===== src/rtl/abus_resp_pkg.sv =====
package abus_resp_pkg;
  typedef enum logic [2:0] {
    ST_IDLE = 3'd0,
    ST_REL  = 3'd1,
    ST_ACC  = 3'd2,
    ST_SHOW = 3'd3,
    ST_DROP = 3'd4
  } resp_state_t;
endpackage


===== src/rtl/abus_sync.sv =====
module abus_sync #(
  parameter int W      = 2,
  parameter int STAGES = 2
) (
  input  logic         clk,
  input  logic         rst_n,
  input  logic [W-1:0] d_i,
  output logic [W-1:0] q_o
);
  logic [W-1:0] chain [STAGES];

  genvar s;
  generate
    for (s = 0; s < STAGES; s++) begin : g_stage
      if (s == 0) begin : g_first
        always_ff @(posedge clk or negedge rst_n) begin
          if (!rst_n) chain[0] <= '0;
          else        chain[0] <= d_i;
        end
      end else begin : g_rest
        always_ff @(posedge clk or negedge rst_n) begin
          if (!rst_n) chain[s] <= '0;
          else        chain[s] <= chain[s-1];
        end
      end
    end
  endgenerate

  assign q_o = chain[STAGES-1];
endmodule


===== src/rtl/abus_store.sv =====
module abus_store #(
  parameter int DATA_W = 32,
  parameter int DEPTH  = 16,
  localparam int ADDR_W = $clog2(DEPTH)
) (
  input  logic              clk,
  input  logic              we_i,
  input  logic [ADDR_W-1:0] waddr_i,
  input  logic [DATA_W-1:0] wdata_i,
  input  logic [ADDR_W-1:0] raddr_i,
  output logic [DATA_W-1:0] rdata_o
);
  logic [DATA_W-1:0] mem [DEPTH];

  always_ff @(posedge clk) begin
    if (we_i) mem[waddr_i] <= wdata_i;
  end

  assign rdata_o = mem[raddr_i];
endmodule


===== src/rtl/abus_timer.sv =====
module abus_timer #(
  parameter int LAT_W = 8
) (
  input  logic             clk,
  input  logic             rst_n,
  input  logic             load_i,
  input  logic             run_i,
  input  logic [LAT_W-1:0] lat_i,
  output logic             zero_o
);
  logic [LAT_W-1:0] cnt_q, cnt_d;

  always_comb begin
    cnt_d = cnt_q;
    if (load_i)     cnt_d = lat_i;
    else if (run_i) cnt_d = cnt_q - 1'b1;
  end

  always_ff @(posedge clk or negedge rst_n) begin
    if (!rst_n)               cnt_q <= '0;
    else if (load_i || run_i) cnt_q <= cnt_d;
  end

  assign zero_o = (cnt_q == '0);


  lat_load_chk: assert property (@(posedge clk) disable iff (!rst_n)
    load_i |=> cnt_q == $past(lat_i));


  no_underflow_chk: assert property (@(posedge clk) disable iff (!rst_n)
    run_i |-> cnt_q != '0);
endmodule


===== src/rtl/abus_seq.sv =====
module abus_seq
  import abus_resp_pkg::*;
#(
  parameter int DATA_W = 32,
  parameter int DEPTH  = 16,
  localparam int ADDR_W = $clog2(DEPTH)
) (
  input  logic              clk,
  input  logic              rst_n,
  input  logic              req_s,
  input  logic              ack_s,
  input  logic [DATA_W-1:0] bus_i,
  input  logic [DATA_W-1:0] rd_data_i,
  input  logic              zero_i,
  output logic              load_o,
  output logic              run_o,
  output logic [ADDR_W-1:0] rd_addr_o,
  output logic              ack_o,
  output logic              rdy_o,
  output logic              oe_o,
  output logic [DATA_W-1:0] bus_o
);
  localparam logic [DATA_W-1:0] LIMIT = DATA_W'(DEPTH);

  resp_state_t       st_q, st_d;
  logic              ack_q, ack_d, rdy_q, rdy_d, oe_q, oe_d;
  logic [DATA_W-1:0] dat_q, dat_d, addr_q;
  logic              hit;

  assign hit = (addr_q < LIMIT);

  always_comb begin
    st_d   = st_q;
    ack_d  = ack_q;
    rdy_d  = rdy_q;
    oe_d   = oe_q;
    dat_d  = dat_q;
    load_o = 1'b0;
    run_o  = 1'b0;
    unique case (st_q)
      ST_IDLE: if (req_s) begin
        load_o = 1'b1;
        ack_d  = 1'b1;
        st_d   = ST_REL;
      end
      ST_REL: begin
        run_o = !zero_i;
        if (!req_s) begin
          ack_d = 1'b0;
          st_d  = ST_ACC;
        end
      end
      ST_ACC: begin
        if (zero_i) begin
          rdy_d = 1'b1;
          oe_d  = 1'b1;
          dat_d = hit ? rd_data_i : '1;
          st_d  = ST_SHOW;
        end else begin
          run_o = 1'b1;
        end
      end
      ST_SHOW: if (ack_s) begin
        rdy_d = 1'b0;
        oe_d  = 1'b0;
        dat_d = '0;
        st_d  = ST_DROP;
      end
      ST_DROP: if (!ack_s) st_d = ST_IDLE;
      default: st_d = ST_IDLE;
    endcase
  end

  always_ff @(posedge clk or negedge rst_n) begin
    if (!rst_n) begin
      st_q  <= ST_IDLE;
      ack_q <= 1'b0;
      rdy_q <= 1'b0;
      oe_q  <= 1'b0;
      dat_q <= '0;
    end else begin
      st_q  <= st_d;
      ack_q <= ack_d;
      rdy_q <= rdy_d;
      oe_q  <= oe_d;
      dat_q <= dat_d;
    end
  end

  always_ff @(posedge clk or negedge rst_n) begin
    if (!rst_n)      addr_q <= '0;
    else if (load_o) addr_q <= bus_i;
  end

  assign rd_addr_o = addr_q[ADDR_W-1:0];
  assign ack_o     = ack_q;
  assign rdy_o     = rdy_q;
  assign oe_o      = oe_q;
  assign bus_o     = dat_q;


  ack_rise_chk: assert property (@(posedge clk) disable iff (!rst_n)
    $rose(ack_o) |-> $past(req_s));


  ack_fall_chk: assert property (@(posedge clk) disable iff (!rst_n)
    $fell(ack_o) |-> !$past(req_s));


  ack_rdy_excl_chk: assert property (@(posedge clk) disable iff (!rst_n)
    !(ack_o && rdy_o));


  drive_en_chk: assert property (@(posedge clk) disable iff (!rst_n)
    rdy_o |-> oe_o);


  data_hold_chk: assert property (@(posedge clk) disable iff (!rst_n)
    (rdy_o && $past(rdy_o)) |-> $stable(bus_o));


  rdy_fall_chk: assert property (@(posedge clk) disable iff (!rst_n)
    $fell(rdy_o) |-> $past(ack_s));
endmodule


===== src/rtl/abus_mem_resp.sv =====
module abus_mem_resp #(
  parameter int DATA_W = 32,
  parameter int DEPTH  = 16,
  parameter int LAT_W  = 8,
  parameter int SYNC_N = 2,
  localparam int ADDR_W = $clog2(DEPTH)
) (
  input  logic              clk,
  input  logic              rst_n,
  input  logic              req_i,
  input  logic              peer_ack_i,
  input  logic [DATA_W-1:0] bus_i,
  output logic [DATA_W-1:0] bus_o,
  output logic              oe_o,
  output logic              ack_o,
  output logic              rdy_o,
  input  logic [LAT_W-1:0]  lat_i,
  input  logic              pre_we_i,
  input  logic [ADDR_W-1:0] pre_addr_i,
  input  logic [DATA_W-1:0] pre_data_i
);
  logic [1:0]        sync_q;
  logic              load, run, zero;
  logic [ADDR_W-1:0] rd_addr;
  logic [DATA_W-1:0] rd_data;

  abus_sync #(.W(2), .STAGES(SYNC_N)) u_sync (
    .clk(clk), .rst_n(rst_n),
    .d_i({peer_ack_i, req_i}), .q_o(sync_q)
  );

  abus_store #(.DATA_W(DATA_W), .DEPTH(DEPTH)) u_store (
    .clk(clk), .we_i(pre_we_i), .waddr_i(pre_addr_i), .wdata_i(pre_data_i),
    .raddr_i(rd_addr), .rdata_o(rd_data)
  );

  abus_timer #(.LAT_W(LAT_W)) u_timer (
    .clk(clk), .rst_n(rst_n), .load_i(load), .run_i(run),
    .lat_i(lat_i), .zero_o(zero)
  );

  abus_seq #(.DATA_W(DATA_W), .DEPTH(DEPTH)) u_seq (
    .clk(clk), .rst_n(rst_n),
    .req_s(sync_q[0]), .ack_s(sync_q[1]),
    .bus_i(bus_i), .rd_data_i(rd_data), .zero_i(zero),
    .load_o(load), .run_o(run), .rd_addr_o(rd_addr),
    .ack_o(ack_o), .rdy_o(rdy_o), .oe_o(oe_o), .bus_o(bus_o)
  );
endmodule


===== config.mk =====
export PLATFORM = sky130hd
export DESIGN_NAME = abus_mem_resp
export DESIGN_NICKNAME = d
export VERILOG_FILES = /design/src/rtl/abus_resp_pkg.sv /design/src/rtl/abus_sync.sv /design/src/rtl/abus_store.sv /design/src/rtl/abus_timer.sv /design/src/rtl/abus_seq.sv /design/src/rtl/abus_mem_resp.sv
export SDC_FILE = /design/constraint.sdc
export NUM_CORES = 1
export LEC_CHECK = 0
export BUFFER_PORTS_ARGS = -buffer_cell sky130_fd_sc_hd__buf_2
export CAP_MARGIN = 20
export CORE_UTILIZATION = 35
export DETAILED_ROUTE_END_ITERATION = 7
export GPL_TIMING_DRIVEN = 0
export HOLD_SLACK_MARGIN = 0.02
export PLACE_DENSITY = 0.52
export SLEW_MARGIN = 30
export SYNTH_ARGS = -nofsm -noshare
export SYNTH_HDL_FRONTEND = slang
export SYNTH_SLANG_ARGS = --single-unit

===== constraint.sdc =====
create_clock -name clk -period 2.75 [get_ports clk]
set_input_delay 0.55 -clock clk [delete_from_list [all_inputs] [get_ports clk]]
set_output_delay 0.55 -clock clk [all_outputs]
set_load 0.02 [all_outputs]

==> flow_summary.toml <==
[hold_path]
hold_path_class = "input port to flop"

[placement]
place_hpwl_mm = 35.23
io_buffers = 115
place_area_mm2 = 0.02515
gp_congestion = 0.7146

[layout]
fillerInstances = 5593
drive_gt1_frac = 0.3761
design_area_mm2 = 0.02731
antennaDiodeCount = 0
nNetsFinal = 1374
syn2layout_area_growth_pct = 21.18

[floorplan]
coreArea_mm2 = 0.06331
num_io_pins = 116
start_util = 0.3560
die_h_um = 255.8
die_area_mm2 = 0.06542
die_x_um = 255.8
std_cell_rows = 92

[sta]
relSlewSlack = 0.4165
period_needed_ns = 2.660
fin_worst_skew_ns = 0.02130
finalHoldViolations = 0
fmax_mhz = 376.0
setup_violations = 0
post-route-period-util = 0.9672
slew_violations = 0
grt_setup_unrepaired = "yes"
worstMarginPinSlew_ns = 0.8753

[logic_synthesis]
synth_area_mm2 = 0.02254
ys_seq_area_frac = 0.7720
synth-async-reset-ratio = 0.1366
synth_cells = 1070
synth.distinct_cells = 36
syn-num-nets = 1153
ys_ff_latch = 593
postSynthAreaPerCell_um2 = 21.07
yosys_most_used_dff = "edfxtp_1"
yosys_warnings = 0
synth_edf_count = 512

[drt]
vias = 11090
first_pass_iters = 5
wl_per_cell_um = 24.14
viasPerCell = 5.071
drc = 0
wirelength_mm = 52.77
drt_iter0_drc = 899
ant_nets = 0

[critical_path]
cpPeakStageDelay_ns = 0.70
end_kind = "flop"
cp_data_required_time_ns = 3.20
cpMaxStageDelayCell = "clkbuf_1"
worst-path-max-fanout = 10
arrival_ns = 3.11
crit_type = "flop to flop"
path_cells = "buf_2 -> clkbuf_1 -> mux4_2 -> mux2_2 -> a22oi_1 -> nand3_1"
ff2ff_setup_slack_ns = 0.09
cp-start-kind = "flop"

[pwr]
peakVddDrop_v = 0.0005942
cellPowerDensity_mw_per_mm2 = 940.4
p_leak_nw = 9.307
total_power_mw = 25.69

[cts]
cts.sinks = 593
cts.htree.levels = 3
cts_buffer_depth = 3
cts_buffers = 66
cts_tree = "done"
clk_pin_slew_ns = 0.06
cts_root_buffer = "clkbuf_16"
clk_latency_ns = 0.59
cts_setup_buffers = 0

[flow_run]
drv_cap = 0

[global_route]
grtUsageTotal = 0.1651
grt_max_degree = 47
grt_pass1_wl_mm = 79.20
antenna_found_initial = 1
grt_pass1_vias = 11710
grt_overflow_total = 0

[run_status]
status = "complete, no violations"
==> Yosys cell counts (2+ instances only) <==
cell type | instances | share of area
a21oi_1 | 35 | 0.0078
a22oi_1 | 33 | 0.011
and3_1 | 2 | 0.00056
buf_1 | 9 | 0.0015
buf_2 | 14 | 0.0031
buf_6 | 4 | 0.0020
clkbuf_1 | 29 | 0.0048
dfrtp_1 | 81 | 0.090
edfxtp_1 | 512 | 0.68
ha_1 | 2 | 0.0011
inv_1 | 3 | 0.00050
mux2_2 | 64 | 0.032
mux4_2 | 128 | 0.13
nand2_1 | 47 | 0.0078
nand2b_1 | 2 | 0.00056
nand3_1 | 36 | 0.0080
nand3b_1 | 3 | 0.0010
nand4b_1 | 2 | 0.00078
nor2_1 | 19 | 0.0032
nor2b_1 | 2 | 0.00056
nor3_1 | 5 | 0.0011
nor3b_1 | 2 | 0.00067
nor4_1 | 7 | 0.0019
o21ai_0 | 11 | 0.0024
xnor2_1 | 2 | 0.00078
xor2_1 | 6 | 0.0023
==> stage by stage <==
step	utilization	cells	TNS, ns	setup WS [ns]	hold WS, ns
after global routing	0.4314	2186	-0.02819	-0.02819	0.05678
after global placement	0.3823	2031	-836.79	-1.883	0.3394
final	0.4314	2186	0	0.09015	0.08307
after CTS	0.4312	2186	0	0.07514	0.04723
after detailed placement	0.3973	2068	-9.603	-0.4670	0.3413
after floorplan	-	1070	-12.30	-0.1281	0.2544
==> worst max-delay path, delay by kind of cell (launching register included) <==
kind / cells / cell delay (ns)
muxes: 2 / 0.69
AOI/OAI and AO/OA: 1 / 0.32
buffers and inverters: 2 / 1.00
and+or+nand+nor: 1 / 0.13
DFF: 1 / 0.39
==> worst paths after layout <==
check / to / cells past startpoint / from
setup reg to reg: u_seq.bus_o[5]$_DFFE_PN0P_ / 6 / u_seq.addr_q[2]$_DFFE_PN0P_
max in group asynchronous: u_seq.bus_o[17]$_DFFE_PN0P_ / 3 / rst_n
min in group asynchronous: u_timer.cnt_q[2]$_DFFE_PN0P_ / 2 / rst_n
setup / recovery: u_seq.bus_o[5]$_DFFE_PN0P_ / 6 / u_seq.addr_q[2]$_DFFE_PN0P_
hold / removal: u_sync.chain[3]$_DFF_PN0_ / 1 / peer_ack_i
hold reg to reg: u_sync.q_o[0]$_DFF_PN0_ / 0 / u_sync.chain[2]$_DFF_PN0_
==> where the power goes <==
part / switching [mW] / internal (mW)
registers: 0.403 / 10.5
clock network: 3.43 / 5.16
logic: 3.21 / 2.98
==> metal layers <==
layer | global-route usage | part of all wire | vias up
met5 | 0 | 0.00021 | -
met4 | 0.04408 | 0.020 | 2
met3 | 0.03387 | 0.053 | 87
met2 | 0.2515 | 0.46 | 310
met1 | 0.2410 | 0.47 | 5848
li1 | - | - | 4838
==> layout by cell type (no fill, tap or decap), drive strengths merged, types with 21 or more instances in the layout <==
| cell type | n |
|---|---|
| mux4 | 128 |
| nand3 | 36 |
| buf | 180 |
| a21oi | 35 |
| clkbuf | 118 |
| dfrtp | 81 |
| mux2 | 64 |
| nand2 | 47 |
| edfxtp | 512 |
| a22oi | 33 |
| clkinv | 21 |
==> cells by family after synthesis <==
logic type | Yosys count | synth area share
flip-flops | 593 | 0.7720
multiplexers | 192 | 0.1599
AND/OR/NAND/NOR | 133 | 0.02925
AO/OA/AOI/OAI | 82 | 0.02237
buffers and inverters | 60 | 0.01227
XOR/XNOR | 8 | 0.003109
adder cells (fa/ha/maj) | 2 | 0.001110
==> flip-flops by register name, summed over array words and instances (netlist names) <==
name / cells
u_seq.bus_o: 32
u_timer.cnt_q: 8
u_seq.addr_q: 32
u_store.mem: 512
u_seq.rdy_o: 1
u_sync.chain: 2
u_seq.ack_o: 1
u_sync.q_o: 2
u_seq.st_q: 3
==> what timing repair did <==
action / CTS / global route
endpoints found under the hold margin: 45 / 0
gates resized for setup: 16 / 11
setup endpoints to repair: 32 / 21
hold buffers: 1 / 0
==> cell type report <==
type	instances	area (um2)	share of cell area
plain buffers	57	297.8	0.01090
clock buffers	89	1841	0.06738
clock inverters	28	269.0	0.009848
inverters	3	11.26	0.0004123
multi-input cells	417	5017	0.1837
flip-flops and latches	593	17400	0.6371
well taps	846	1059	0.03875
repair buffers	153	1419	0.05194
(Power assumes the default switching activity.)
